**src/rtl/sdram_chk_pkg.sv**
```systemverilog
`timescale 1ns/1ps
package sdram_chk_pkg;

  typedef enum logic [3:0] {
    CMD_NOP   = 4'd0,
    CMD_DESEL = 4'd1,
    CMD_ACT   = 4'd2,
    CMD_RD    = 4'd3,
    CMD_WR    = 4'd4,
    CMD_PRE   = 4'd5,
    CMD_REF   = 4'd6,
    CMD_MRS   = 4'd7,
    CMD_BST   = 4'd8
  } cmd_e;

  localparam int RULE_RCD   = 0;
  localparam int RULE_RAS   = 1;
  localparam int RULE_RP    = 2;
  localparam int RULE_RC    = 3;
  localparam int RULE_RRD   = 4;
  localparam int RULE_WR    = 5;
  localparam int RULE_STATE = 6;
  localparam int RULE_IDLE  = 7;
  localparam int RULE_RSC   = 8;
  localparam int RULE_COUNT = 9;

  function automatic int span_max(input int a, input int b);
    return (a > b) ? a : b;
  endfunction

endpackage

```
**src/rtl/sdram_cmd_decode.sv**
```systemverilog
`timescale 1ns/1ps
module sdram_cmd_decode
  import sdram_chk_pkg::*;
(
  input  logic cs_n,
  input  logic ras_n,
  input  logic cas_n,
  input  logic we_n,
  output cmd_e cmd
);

  always_comb begin
    if (cs_n) begin
      cmd = CMD_DESEL;
    end else begin
      unique case ({ras_n, cas_n, we_n})
        3'b011:  cmd = CMD_ACT;
        3'b101:  cmd = CMD_RD;
        3'b100:  cmd = CMD_WR;
        3'b010:  cmd = CMD_PRE;
        3'b001:  cmd = CMD_REF;
        3'b000:  cmd = CMD_MRS;
        3'b110:  cmd = CMD_BST;
        default: cmd = CMD_NOP;
      endcase
    end
  end

endmodule

```
**src/rtl/sdram_hold_timer.sv**
```systemverilog
`timescale 1ns/1ps
module sdram_hold_timer #(
  parameter int W = 4
) (
  input  logic         clk,
  input  logic         rst,
  input  logic         load,
  input  logic [W-1:0] load_val,
  output logic         busy
);

  logic [W-1:0] remain_q;

  always_ff @(posedge clk) begin
    if (rst) begin
      remain_q <= '0;
    end else if (load) begin
      remain_q <= load_val;
    end else if (remain_q != '0) begin
      remain_q <= remain_q - 1'b1;
    end
  end

  assign busy = (remain_q != '0);

endmodule

```
**src/rtl/sdram_bank_track.sv**
```systemverilog
`timescale 1ns/1ps
module sdram_bank_track #(
  parameter int T_RCD = 3,
  parameter int T_RAS = 7,
  parameter int T_RP  = 3,
  parameter int T_RC  = 10,
  parameter int T_WR  = 2,
  parameter int W     = 4
) (
  input  logic clk,
  input  logic rst,
  input  logic do_act,
  input  logic do_pre,
  input  logic do_rd,
  input  logic do_wr,
  input  logic do_auto,
  input  logic do_ref,
  output logic is_open,
  output logic rcd_busy,
  output logic ras_busy,
  output logic rp_busy,
  output logic rc_busy,
  output logic wr_busy
);

  localparam logic [W-1:0] RCD_LD    = W'(T_RCD - 1);
  localparam logic [W-1:0] RAS_LD    = W'(T_RAS - 1);
  localparam logic [W-1:0] RP_LD     = W'(T_RP - 1);
  localparam logic [W-1:0] RP_WAP_LD = W'(T_WR + T_RP - 1);
  localparam logic [W-1:0] RC_LD     = W'(T_RC - 1);
  localparam logic [W-1:0] WR_LD     = W'(T_WR - 1);

  logic         auto_close;
  logic         rp_load;
  logic [W-1:0] rp_val;
  logic         open_q;

  assign auto_close = (do_rd | do_wr) & do_auto;
  assign rp_load    = do_pre | auto_close;
  assign rp_val     = (do_wr & do_auto) ? RP_WAP_LD : RP_LD;

  always_ff @(posedge clk) begin
    if (rst) begin
      open_q <= 1'b0;
    end else if (do_act) begin
      open_q <= 1'b1;
    end else if (rp_load) begin
      open_q <= 1'b0;
    end
  end

  assign is_open = open_q;

  sdram_hold_timer #(.W(W)) u_rcd (
    .clk(clk), .rst(rst), .load(do_act), .load_val(RCD_LD), .busy(rcd_busy)
  );

  sdram_hold_timer #(.W(W)) u_ras (
    .clk(clk), .rst(rst), .load(do_act), .load_val(RAS_LD), .busy(ras_busy)
  );

  sdram_hold_timer #(.W(W)) u_rp (
    .clk(clk), .rst(rst), .load(rp_load), .load_val(rp_val), .busy(rp_busy)
  );

  sdram_hold_timer #(.W(W)) u_rc (
    .clk(clk), .rst(rst), .load(do_act | do_ref), .load_val(RC_LD), .busy(rc_busy)
  );

  sdram_hold_timer #(.W(W)) u_wr (
    .clk(clk), .rst(rst), .load(do_wr), .load_val(WR_LD), .busy(wr_busy)
  );

endmodule

```
**src/rtl/sdram_rule_guard.sv**
```systemverilog
`timescale 1ns/1ps
module sdram_rule_guard
  import sdram_chk_pkg::*;
#(
  parameter int NUM_BANKS = 4,
  parameter int T_RCD     = 3,
  parameter int T_RAS     = 7,
  parameter int T_RP      = 3,
  parameter int T_RC      = 10,
  parameter int T_RRD     = 2,
  parameter int T_WR      = 2,
  parameter int T_RSC     = 2,
  localparam int BANK_W   = $clog2(NUM_BANKS)
) (
  input  logic                  clk,
  input  logic                  rst,
  input  logic                  cmd_cs_n,
  input  logic                  cmd_ras_n,
  input  logic                  cmd_cas_n,
  input  logic                  cmd_we_n,
  input  logic [BANK_W-1:0]     cmd_bank,
  input  logic                  cmd_a10,
  input  logic                  viol_clear,
  output logic [NUM_BANKS-1:0]  bank_open,
  output logic [RULE_COUNT-1:0] viol_flags,
  output logic [3:0]            viol_cmd
);

  localparam int HOLD_MAX = span_max(span_max(span_max(T_RC, T_RAS), T_WR + T_RP),
                                     span_max(span_max(T_RCD, T_RRD), T_RSC));
  localparam int W = $clog2(HOLD_MAX + 1);

  cmd_e cur;

  sdram_cmd_decode u_dec (
    .cs_n (cmd_cs_n),
    .ras_n(cmd_ras_n),
    .cas_n(cmd_cas_n),
    .we_n (cmd_we_n),
    .cmd  (cur)
  );

  logic c_act, c_rd, c_wr, c_rw, c_pre, c_ref, c_mrs, c_quiet;
  assign c_act   = (cur == CMD_ACT);
  assign c_rd    = (cur == CMD_RD);
  assign c_wr    = (cur == CMD_WR);
  assign c_rw    = c_rd | c_wr;
  assign c_pre   = (cur == CMD_PRE);
  assign c_ref   = (cur == CMD_REF);
  assign c_mrs   = (cur == CMD_MRS);
  assign c_quiet = (cur == CMD_NOP) | (cur == CMD_DESEL);

  logic [NUM_BANKS-1:0] open_b, rcd_b, ras_b, rp_b, rc_b, wr_b;
  logic [NUM_BANKS-1:0] hit_b, pre_tgt_b, act_do_b;

  for (genvar b = 0; b < NUM_BANKS; b++) begin : g_bank
    assign hit_b[b]     = (cmd_bank == BANK_W'(b));
    assign pre_tgt_b[b] = c_pre & (cmd_a10 | hit_b[b]);
    assign act_do_b[b]  = c_act & hit_b[b] & ~open_b[b];

    sdram_bank_track #(
      .T_RCD(T_RCD), .T_RAS(T_RAS), .T_RP(T_RP),
      .T_RC (T_RC),  .T_WR (T_WR),  .W   (W)
    ) u_trk (
      .clk     (clk),
      .rst     (rst),
      .do_act  (act_do_b[b]),
      .do_pre  (pre_tgt_b[b] & open_b[b]),
      .do_rd   (c_rd & hit_b[b] & open_b[b]),
      .do_wr   (c_wr & hit_b[b] & open_b[b]),
      .do_auto (cmd_a10),
      .do_ref  (c_ref),
      .is_open (open_b[b]),
      .rcd_busy(rcd_b[b]),
      .ras_busy(ras_b[b]),
      .rp_busy (rp_b[b]),
      .rc_busy (rc_b[b]),
      .wr_busy (wr_b[b])
    );
  end

  logic rrd_busy, rsc_busy;

  sdram_hold_timer #(.W(W)) u_rrd (
    .clk(clk), .rst(rst), .load(|act_do_b), .load_val(W'(T_RRD - 1)), .busy(rrd_busy)
  );

  sdram_hold_timer #(.W(W)) u_rsc (
    .clk(clk), .rst(rst), .load(c_mrs), .load_val(W'(T_RSC - 1)), .busy(rsc_busy)
  );

  logic sel_open;
  assign sel_open = open_b[cmd_bank];

  logic [RULE_COUNT-1:0] viol_now;

  always_comb begin
    viol_now             = '0;
    viol_now[RULE_RCD]   = c_rw & sel_open & rcd_b[cmd_bank];
    viol_now[RULE_RAS]   = |(pre_tgt_b & open_b & ras_b);
    viol_now[RULE_WR]    = |(pre_tgt_b & open_b & wr_b);
    viol_now[RULE_RP]    = c_act & ~sel_open & rp_b[cmd_bank];
    viol_now[RULE_RC]    = c_act & ~sel_open & rc_b[cmd_bank];
    viol_now[RULE_RRD]   = c_act & ~sel_open & rrd_busy;
    viol_now[RULE_STATE] = (c_rw & ~sel_open) | (c_act & sel_open);
    viol_now[RULE_IDLE]  = (c_mrs | c_ref) & (|open_b);
    viol_now[RULE_RSC]   = rsc_busy & ~c_quiet;
  end

  logic [RULE_COUNT-1:0] flags_q;
  cmd_e                  first_q;
  logic                  vec_empty;

  assign vec_empty = viol_clear | (flags_q == '0);

  always_ff @(posedge clk) begin
    if (rst) begin
      flags_q <= '0;
      first_q <= CMD_NOP;
    end else begin
      flags_q <= (viol_clear ? '0 : flags_q) | viol_now;
      if ((|viol_now) && vec_empty) begin
        first_q <= cur;
      end
    end
  end

  assign bank_open  = open_b;
  assign viol_flags = flags_q;
  assign viol_cmd   = first_q;

endmodule

```
**config.mk**
```make
export PLATFORM = sky130hd
export DESIGN_NAME = sdram_rule_guard
export DESIGN_NICKNAME = d
export VERILOG_FILES = /design/src/rtl/sdram_chk_pkg.sv /design/src/rtl/sdram_cmd_decode.sv /design/src/rtl/sdram_hold_timer.sv /design/src/rtl/sdram_bank_track.sv /design/src/rtl/sdram_rule_guard.sv
export SDC_FILE = /design/constraint.sdc
export NUM_CORES = 1
export LEC_CHECK = 0
export BUFFER_PORTS_ARGS = -buffer_cell sky130_fd_sc_hd__buf_2
export CORE_MARGIN = 2
export CORE_UTILIZATION = 52
export CTS_CLUSTER_SIZE = 28
export DETAILED_ROUTE_END_ITERATION = 6
export HOLD_SLACK_MARGIN = 0.08
export PLACE_DENSITY_LB_ADDON = 0.12
export SYNTH_ARGS = -nofsm -noshare
export SYNTH_HDL_FRONTEND = slang
export SYNTH_SLANG_ARGS = --single-unit
export TNS_END_PERCENT = 5
```
**constraint.sdc**
```tcl
create_clock -name clk -period 1.9 [get_ports clk]
set_input_delay 0.38 -clock clk [delete_from_list [all_inputs] [get_ports clk]]
set_output_delay 0.38 -clock clk [all_outputs]
set_load 0.05 [all_outputs]
```
==> impl_metrics.py, run 1 <==
metrics = {
    "pwr": {
        "swShare": 0.3573,
        "power.total_w": 0.009400,
        "power.density_mw_per_mm2": 1414,
        "seqPwrFrac": 0.330,
        "clkPwrFrac": 0.142,
        "ir_worst_vdd_v": 0.0007834,
        "power_frac_comb": 0.528,
        "intPower_w": 0.006042,
        "power.switching_w": 0.003358,
        "power.leakage_nw": 2.922,
    },
    "logic_synthesis": {
        "synth_top_family_by_area": "simple AND/OR/NAND/NOR gates",
        "syn_area_per_cell_sq_um": 8.619,
        "synthSimpleGateAreaFrac": 0.2455,
        "yosysTopAreaCell": "dfxtp_1",
        "ys_seq_area_frac": 0.4113,
        "ys_async_sr_fraction": 0,
        "synthCells": 593,
        "ys_types": 61,
        "synth_adder_area_share": 0.04896,
        "ys_seq_elements": 105,
        "synth_xor_area_frac": 0.04113,
        "yosys_most_used_dff": "dfxtp_1",
        "ys_warn_count": 0,
        "synth_nets": 623,
        "netlist_top_cells_count": "dfxtp_1, nor2_1, a21oi_1, nand2_1",
        "yosysMostFrequentCell": "dfxtp_1",
        "synthMuxAreaShare": 0.02742,
        "netlist.area_leader.share": 0.4113,
        "synth_edf_count": 0,
        "synthesis.area_sq_mm": 0.005111,
        "netlist_top_cells_area": "dfxtp_1, ha_1, a21oi_1, xnor2_1, nor2_1",
        "synth-compound-area-share": 0.1718,
    },
    "clocking": {
        "numCtsBuffers": 9,
        "cts.sinks": 105,
        "path_clk_slew_ps": 110,
        "worstSkewPairLatency_ps": 390,
        "cts-htree-levels": 3,
        "clock_tree.buffer_depth": 2,
        "cts_hold_buf": 0,
        "cts_tree": "yes",
        "cts-root-buf": "clkbuf_8",
    },
    "sta": {
        "hold_viol_final": 0,
        "max-slew-margin-rel": 0.6445,
        "rsz0062_at_grt": "true",
        "layout_worst_path_cycle_share": 1.076,
        "max_freq_mhz": 489.1,
        "slew_violations": 0,
        "worst_slew_pin_slew_ps": 526.3,
        "worst_slack_ps": -144.7,
        "skew_ps": 15.26,
        "period_needed_ps": 2045,
        "setup_violations": 4,
        "worst_hold_slack_ps": 395.3,
    },
    "drt": {
        "ant_nets": 0,
        "dr.first_iter.drc_count": 225,
        "drt-vias-per-instance": 5.468,
        "wl_per_cell_microns": 14.42,
        "drt-pass1-iter-count": 4,
        "vias": 4790,
        "wl_mm": 12.64,
        "drcViolationCount": 0,
    },
    "setup_path": {
        "path_class": "reg2reg",
        "cp.arrival_ps": 2320,
        "worstSetupEndpointType": "flip-flop",
        "startpoint_type": "flip-flop",
        "reg2reg_depth": 9,
        "crit_fanout": 3,
        "cp.required_ps": 2180,
    },
    "global_routing": {
        "grt_pass1_wl_mm": 21.18,
        "grt_busiest_layer": "met2",
        "grt_pass1_vias": 4653,
        "grtUsageMet1": 0.3087,
        "grt_max_degree": 30,
        "gr-total-overflow": 0,
        "antenna_found_initial": 0,
        "use_met3": 0.05085,
        "grt_use_met2": 0.4411,
        "grt_use_total": 0.2526,
    },
    "floorplanning": {
        "core-area_sq_mm": 0.009639,
        "die_w_microns": 103.1,
        "num_io_pins": 27,
        "initial_utilization": 0.5302,
        "dieArea_sq_mm": 0.01064,
        "die_y_microns": 103.1,
        "rows": 36,
    },
    "place": {
        "place_hpwl_mm": 9.492,
        "io_buffer_count": 26,
        "dp_cells": 853,
        "gp_congestion": 0.8940,
    },
    "finish": {
        "drive_above_1_share": 0.3176,
        "fin_cells": 876,
        "syn2layout_area_growth_pct": 30.09,
        "fillCellCount": 810,
        "antenna_cells": 0,
        "final_core_util": 0.6898,
        "layout.nets": 769,
    },
    "outcome": {
        "outcome": "finished with violations",
        "violations": "setup timing",
    },
    "run": {
        "drv_cap": 0,
    },
    "min_path": {
        "holdPathStages": 3,
        "hold_class": "in2reg",
    },
}
timing repair:
item | CTS | global route
pin swaps | 11 | 6
gates resized for setup | 32 | 6
endpoints found under the setup margin | 4 | 4
buffers inserted | 4 | 4
power by group through the flow:
| stage | Sequential (W) | Clock (W) | Combinational [W] |
|---|---|---|---|
| floorplan | 0.00319 | 0 | 0.00272 |
| global placement | 0.00309 | 0 | 0.00436 |
| detailed placement | 0.00312 | 0 | 0.00455 |
| CTS | 0.00310 | 0.00138 | 0.00483 |
| global route | 0.00318 | 0.00147 | 0.00556 |
| finish | 0.00311 | 0.00133 | 0.00496 |
critical path, cell delays in order (launching register included):
cell and delay (ps):
dfxtp_2 340, inv_2 70, ha_4 130, or3b_4 380, o211ai_1 110, o2111ai_2 170, o211ai_1 330, nand3_2 140
buf_6 160, mux2i_1 110
routing by layer:
metal	share of wire	up-vias	wire (microns)
met5	0	-	0
met2	0.50	75	6312
met4	0.021	0	263
li1	-	2407	-
met1	0.44	2284	5606
met3	0.036	24	453
metrics by stage:
step	cell area [sq um]	setup WS (ps)	setup TNS, ps
2_1_floorplan	5144	-51.31	-113.7
3_3_place_gp	6281	-182.4	-540.3
3_5_place_dp	6281	-280.0	-904.9
4_1_cts	6591	-108.5	-392.6
5_1_grt	6649	-200.9	-736.2
6_report	6649	-144.7	-518.8
worst paths after layout:
path / start / to / slack (ps)
worst max register to register: g_bank[2].u_trk.u_wr.remain_q[0]$_SDFFE_PP0P_ / viol_cmd[2]$_SDFFE_PP0P_ / -140
worst min-delay path: viol_clear / viol_flags[8]$_SDFF_PP0_ / 400
worst min register to register: viol_cmd[2]$_SDFFE_PP0P_ / viol_cmd[2]$_SDFFE_PP0P_ / 460
worst max-delay path: g_bank[2].u_trk.u_wr.remain_q[0]$_SDFFE_PP0P_ / viol_cmd[2]$_SDFFE_PP0P_ / -140
flip-flops by register name, indices dropped and copies added, names as in the netlist:
name	count
g_bank.u_trk.u_ras.remain_q	16
viol_cmd	4
viol_flags	9
g_bank.u_trk.u_rcd.remain_q	16
g_bank.u_trk.u_rp.remain_q	16
g_bank.u_trk.u_rc.remain_q	16
u_rrd.remain_q	4
g_bank.u_trk.is_open	4
u_rsc.remain_q	4
g_bank.u_trk.u_wr.remain_q	16
logic make-up after synthesis:
family	after synthesis
buf+inv	66
simple gates	230
fa+ha+maj	20
compound gates	136
mux	12
flops	105
xor+xnor	24
final cells by class:
type | instances | area [sq um] | share of cell area
clock buffers | 9 | 123.9 | 0.01863
clock inverters | 6 | 57.56 | 0.008656
inverters | 36 | 135.1 | 0.02032
multi-input cells | 422 | 2878 | 0.4328
flip-flops and latches | 105 | 2111 | 0.3175
well taps | 133 | 166.4 | 0.02503
repair buffers | 165 | 1177 | 0.1771
cell usage in the layout (no fill, tap or decap), types with 3 or more instances in the layout:
| master | netlist | layout |
|---|---|---|
| buf_4 | 4 | 138 |
| dfxtp_1 | 105 | 98 |
| a21oi_1 | 49 | 49 |
| nor2_1 | 50 | 49 |
| nand2_1 | 38 | 38 |
| nor3_1 | 36 | 34 |
| inv_1 | 36 | 28 |
| buf_2 | 4 | 26 |
| o21ai_0 | 22 | 22 |
| xnor2_1 | 22 | 22 |
| a31oi_1 | 19 | 19 |
| nand2b_1 | 16 | 16 |
| or3_1 | 16 | 16 |
| ha_1 | 20 | 15 |
| or3b_4 | 0 | 11 |
| nand3_1 | 10 | 10 |
| nand3b_1 | 10 | 10 |
| a211oi_1 | 9 | 9 |
| clkbuf_8 | 0 | 9 |
| o211ai_1 | 8 | 8 |
| o311a_1 | 8 | 8 |
| nor2b_1 | 8 | 8 |
| inv_2 | 0 | 8 |
| dfxtp_2 | 0 | 7 |
| mux2i_1 | 8 | 6 |
| and2_1 | 6 | 6 |
| nor3b_1 | 5 | 5 |
| ha_4 | 0 | 5 |
| nor4_1 | 4 | 4 |
| or4_1 | 5 | 3 |
| or4b_2 | 3 | 3 |
| and3_1 | 3 | 3 |
| inv_6 | 0 | 3 |
Note: power is estimated with default switching activity, not from simulation.
==> run 2, diff against run 1 <==
- clock period: 1.9 -> 2.6 ns (I/O delays scaled with it)
==> run 2 against run 1 <==
The flow now finishes without violations. Final area is 16% lower. Register-to-register slack better by 410 ps. Non-clock buffer count shrank 130.
==> impl_metrics.py, run 2 (synthesis gave the netlist of run 1 again) <==
metrics = {
    "outcome": {
        "outcome": "finished clean",
    },
    "floorplanning": {
        "core-area_sq_mm": 0.009639,
        "rows": 36,
        "die_w_microns": 103.1,
        "num_io_pins": 27,
        "initial_utilization": 0.5302,
        "dieArea_sq_mm": 0.01064,
        "die_y_microns": 103.1,
    },
    "clocking": {
        "cts.sinks": 105,
        "post-cts-setup-buffers": 0,
        "post_cts_resized": 0,
        "cts-htree-levels": 3,
        "cts-root-buf": "clkbuf_8",
        "worstSkewPairLatency_ps": 380,
        "cts_hold_buf": 0,
        "clock_tree.buffer_depth": 2,
        "path_clk_slew_ps": 100,
        "cts_tree": "yes",
        "numCtsBuffers": 9,
    },
    "global_routing": {
        "grt_use_total": 0.2259,
        "gr-total-overflow": 0,
        "grt_pass1_vias": 4099,
        "grt_max_degree": 56,
        "antenna_found_initial": 0,
        "grt_pass1_wl_mm": 18.84,
    },
    "finish": {
        "regArea_sq_mm": 0.002102,
        "fin_cells": 747,
        "layout.nets": 639,
        "final_common_cell": "dfxtp_1",
        "fillCellCount": 927,
        "syn2layout_area_growth_pct": 8.788,
        "drive_above_1_share": 0.1238,
        "final_core_util": 0.5768,
        "multi_input_area_sq_mm": 0.002734,
        "antenna_cells": 0,
        "final_cell_mix": "dfxtp_1, nor2_1, a21oi_1, nand2_1",
    },
    "drt": {
        "drt-pass1-iter-count": 6,
        "drt-vias-per-instance": 5.652,
        "dr.first_iter.drc_count": 214,
        "vias": 4222,
        "wl_mm": 11.13,
        "wl_per_cell_microns": 14.90,
        "ant_nets": 0,
        "drcViolationCount": 0,
    },
    "setup_path": {
        "rrSetupSlack_ps": 270,
        "r2r_start": "g_bank[2].u_trk.u_wr.remain_q[0]$_SDFFE_PP0P_",
        "cp.arrival_ps": 2610,
        "path_class": "reg2reg",
        "crit_fanout": 4,
        "reg2reg_depth": 8,
        "r2r_end": "viol_cmd[0]$_SDFFE_PP0P_",
        "cp.required_ps": 2880,
        "worstSetupEndpointType": "flip-flop",
        "startpoint_type": "flip-flop",
    },
    "place": {
        "place_hpwl_mm": 8.034,
        "pre_cts_ws_ps": 288.1,
        "gp_congestion": 0.8229,
        "dp_cells": 731,
        "io_buffer_count": 26,
    },
    "min_path": {
        "min_from": "viol_cmd[1]$_SDFFE_PP0P_",
        "hold_class": "reg2reg",
        "holdPathStages": 2,
        "min_to": "viol_cmd[1]$_SDFFE_PP0P_",
    },
    "sta": {
        "slew_violations": 0,
        "setup_violations": 0,
        "rsz0062_at_grt": "false",
        "worst_slack_ps": 269.1,
        "max-slew-margin-rel": 0.5815,
        "max_freq_mhz": 429.0,
        "worst_slew_pin_slew_ps": 627.7,
        "layout_worst_path_cycle_share": 0.8965,
        "skew_ps": 14.17,
        "hold_viol_final": 0,
        "final.setup.tns_ps": 0,
        "period_needed_ps": 2331,
    },
    "pwr": {
        "swShare": 0.3661,
        "intPower_w": 0.003712,
        "power_frac_comb": 0.413,
        "ir_worst_vdd_v": 0.0005532,
        "clkPwrFrac": 0.194,
        "power.switching_w": 0.002144,
        "seqPwrFrac": 0.393,
        "power.leakage_nw": 2.284,
        "power.total_w": 0.005856,
        "power.density_mw_per_mm2": 1053,
    },
    "run": {
        "drv_cap": 0,
    },
}
==> run 2: worst max path at each step <==
stage,to,cells after the start,startpoint,slack (ps)
after detailed placement,viol_cmd[0]$_SDFFE_PP0P_,8,g_bank[2].u_trk.u_wr.remain_q[0]$_SDFFE_PP0P_,290
after global placement,viol_cmd[0]$_SDFFE_PP0P_,6,cmd_bank[1],340
after floorplan,viol_cmd[0]$_SDFFE_PP0P_,6,cmd_bank[1],510
final,viol_cmd[0]$_SDFFE_PP0P_,8,g_bank[2].u_trk.u_wr.remain_q[0]$_SDFFE_PP0P_,270
after CTS,viol_cmd[0]$_SDFFE_PP0P_,8,g_bank[2].u_trk.u_wr.remain_q[0]$_SDFFE_PP0P_,270
after global routing,viol_cmd[0]$_SDFFE_PP0P_,8,g_bank[2].u_trk.u_wr.remain_q[0]$_SDFFE_PP0P_,160
==> run 2: cell type report <==
cell class / count / share of cell area
Clock buffer: 9 / 0.02228
Sequential cell: 105 / 0.3780
Timing Repair Buffer: 35 / 0.03555
Inverter: 36 / 0.02430
Tap cell: 133 / 0.02993
Multi-Input combinational cell: 422 / 0.4917
Clock inverter: 7 / 0.01823
==> run 2: critical path: stages, from the launching register on <==
cell,delay (ps)
dfxtp_1,340
inv_1,80
ha_1,200
or3b_2,520
o211ai_1,150
o2111ai_1,200
o211ai_1,320
nand3_2,190
o211a_1,240
==> run 2: power by group through the flow <==
stage	combinational [W]	clock (W)	sequential, W
floorplan	0.00191	0	0.00232
global placement	0.00231	0	0.00232
detailed placement	0.00240	0	0.00233
CTS	0.00243	0.00117	0.00230
global route	0.00274	0.00123	0.00236
finish	0.00242	0.00113	0.00230
==> run 2: per-layer routing <==
metal | up-vias | share of wire | track usage
met5 | - | 0 | 0
met4 | 0 | 0.014 | 0.07389
met3 | 14 | 0.039 | 0.04475
met2 | 70 | 0.49 | 0.3911
met1 | 1988 | 0.46 | 0.2822
li1 | 2150 | - | -
==> run 2: metrics by stage <==
| stage | hold WS (ps) | area (sq um) |
|---|---|---|
| 3_5_place_dp | 450.9 | 5335 |
| 3_3_place_gp | 444.5 | 5335 |
| 4_1_cts | 466.1 | 5560 |
| 2_1_floorplan | 445.3 | 5111 |
| 6_report | 466.0 | 5560 |
| 5_1_grt | 493.7 | 5560 |
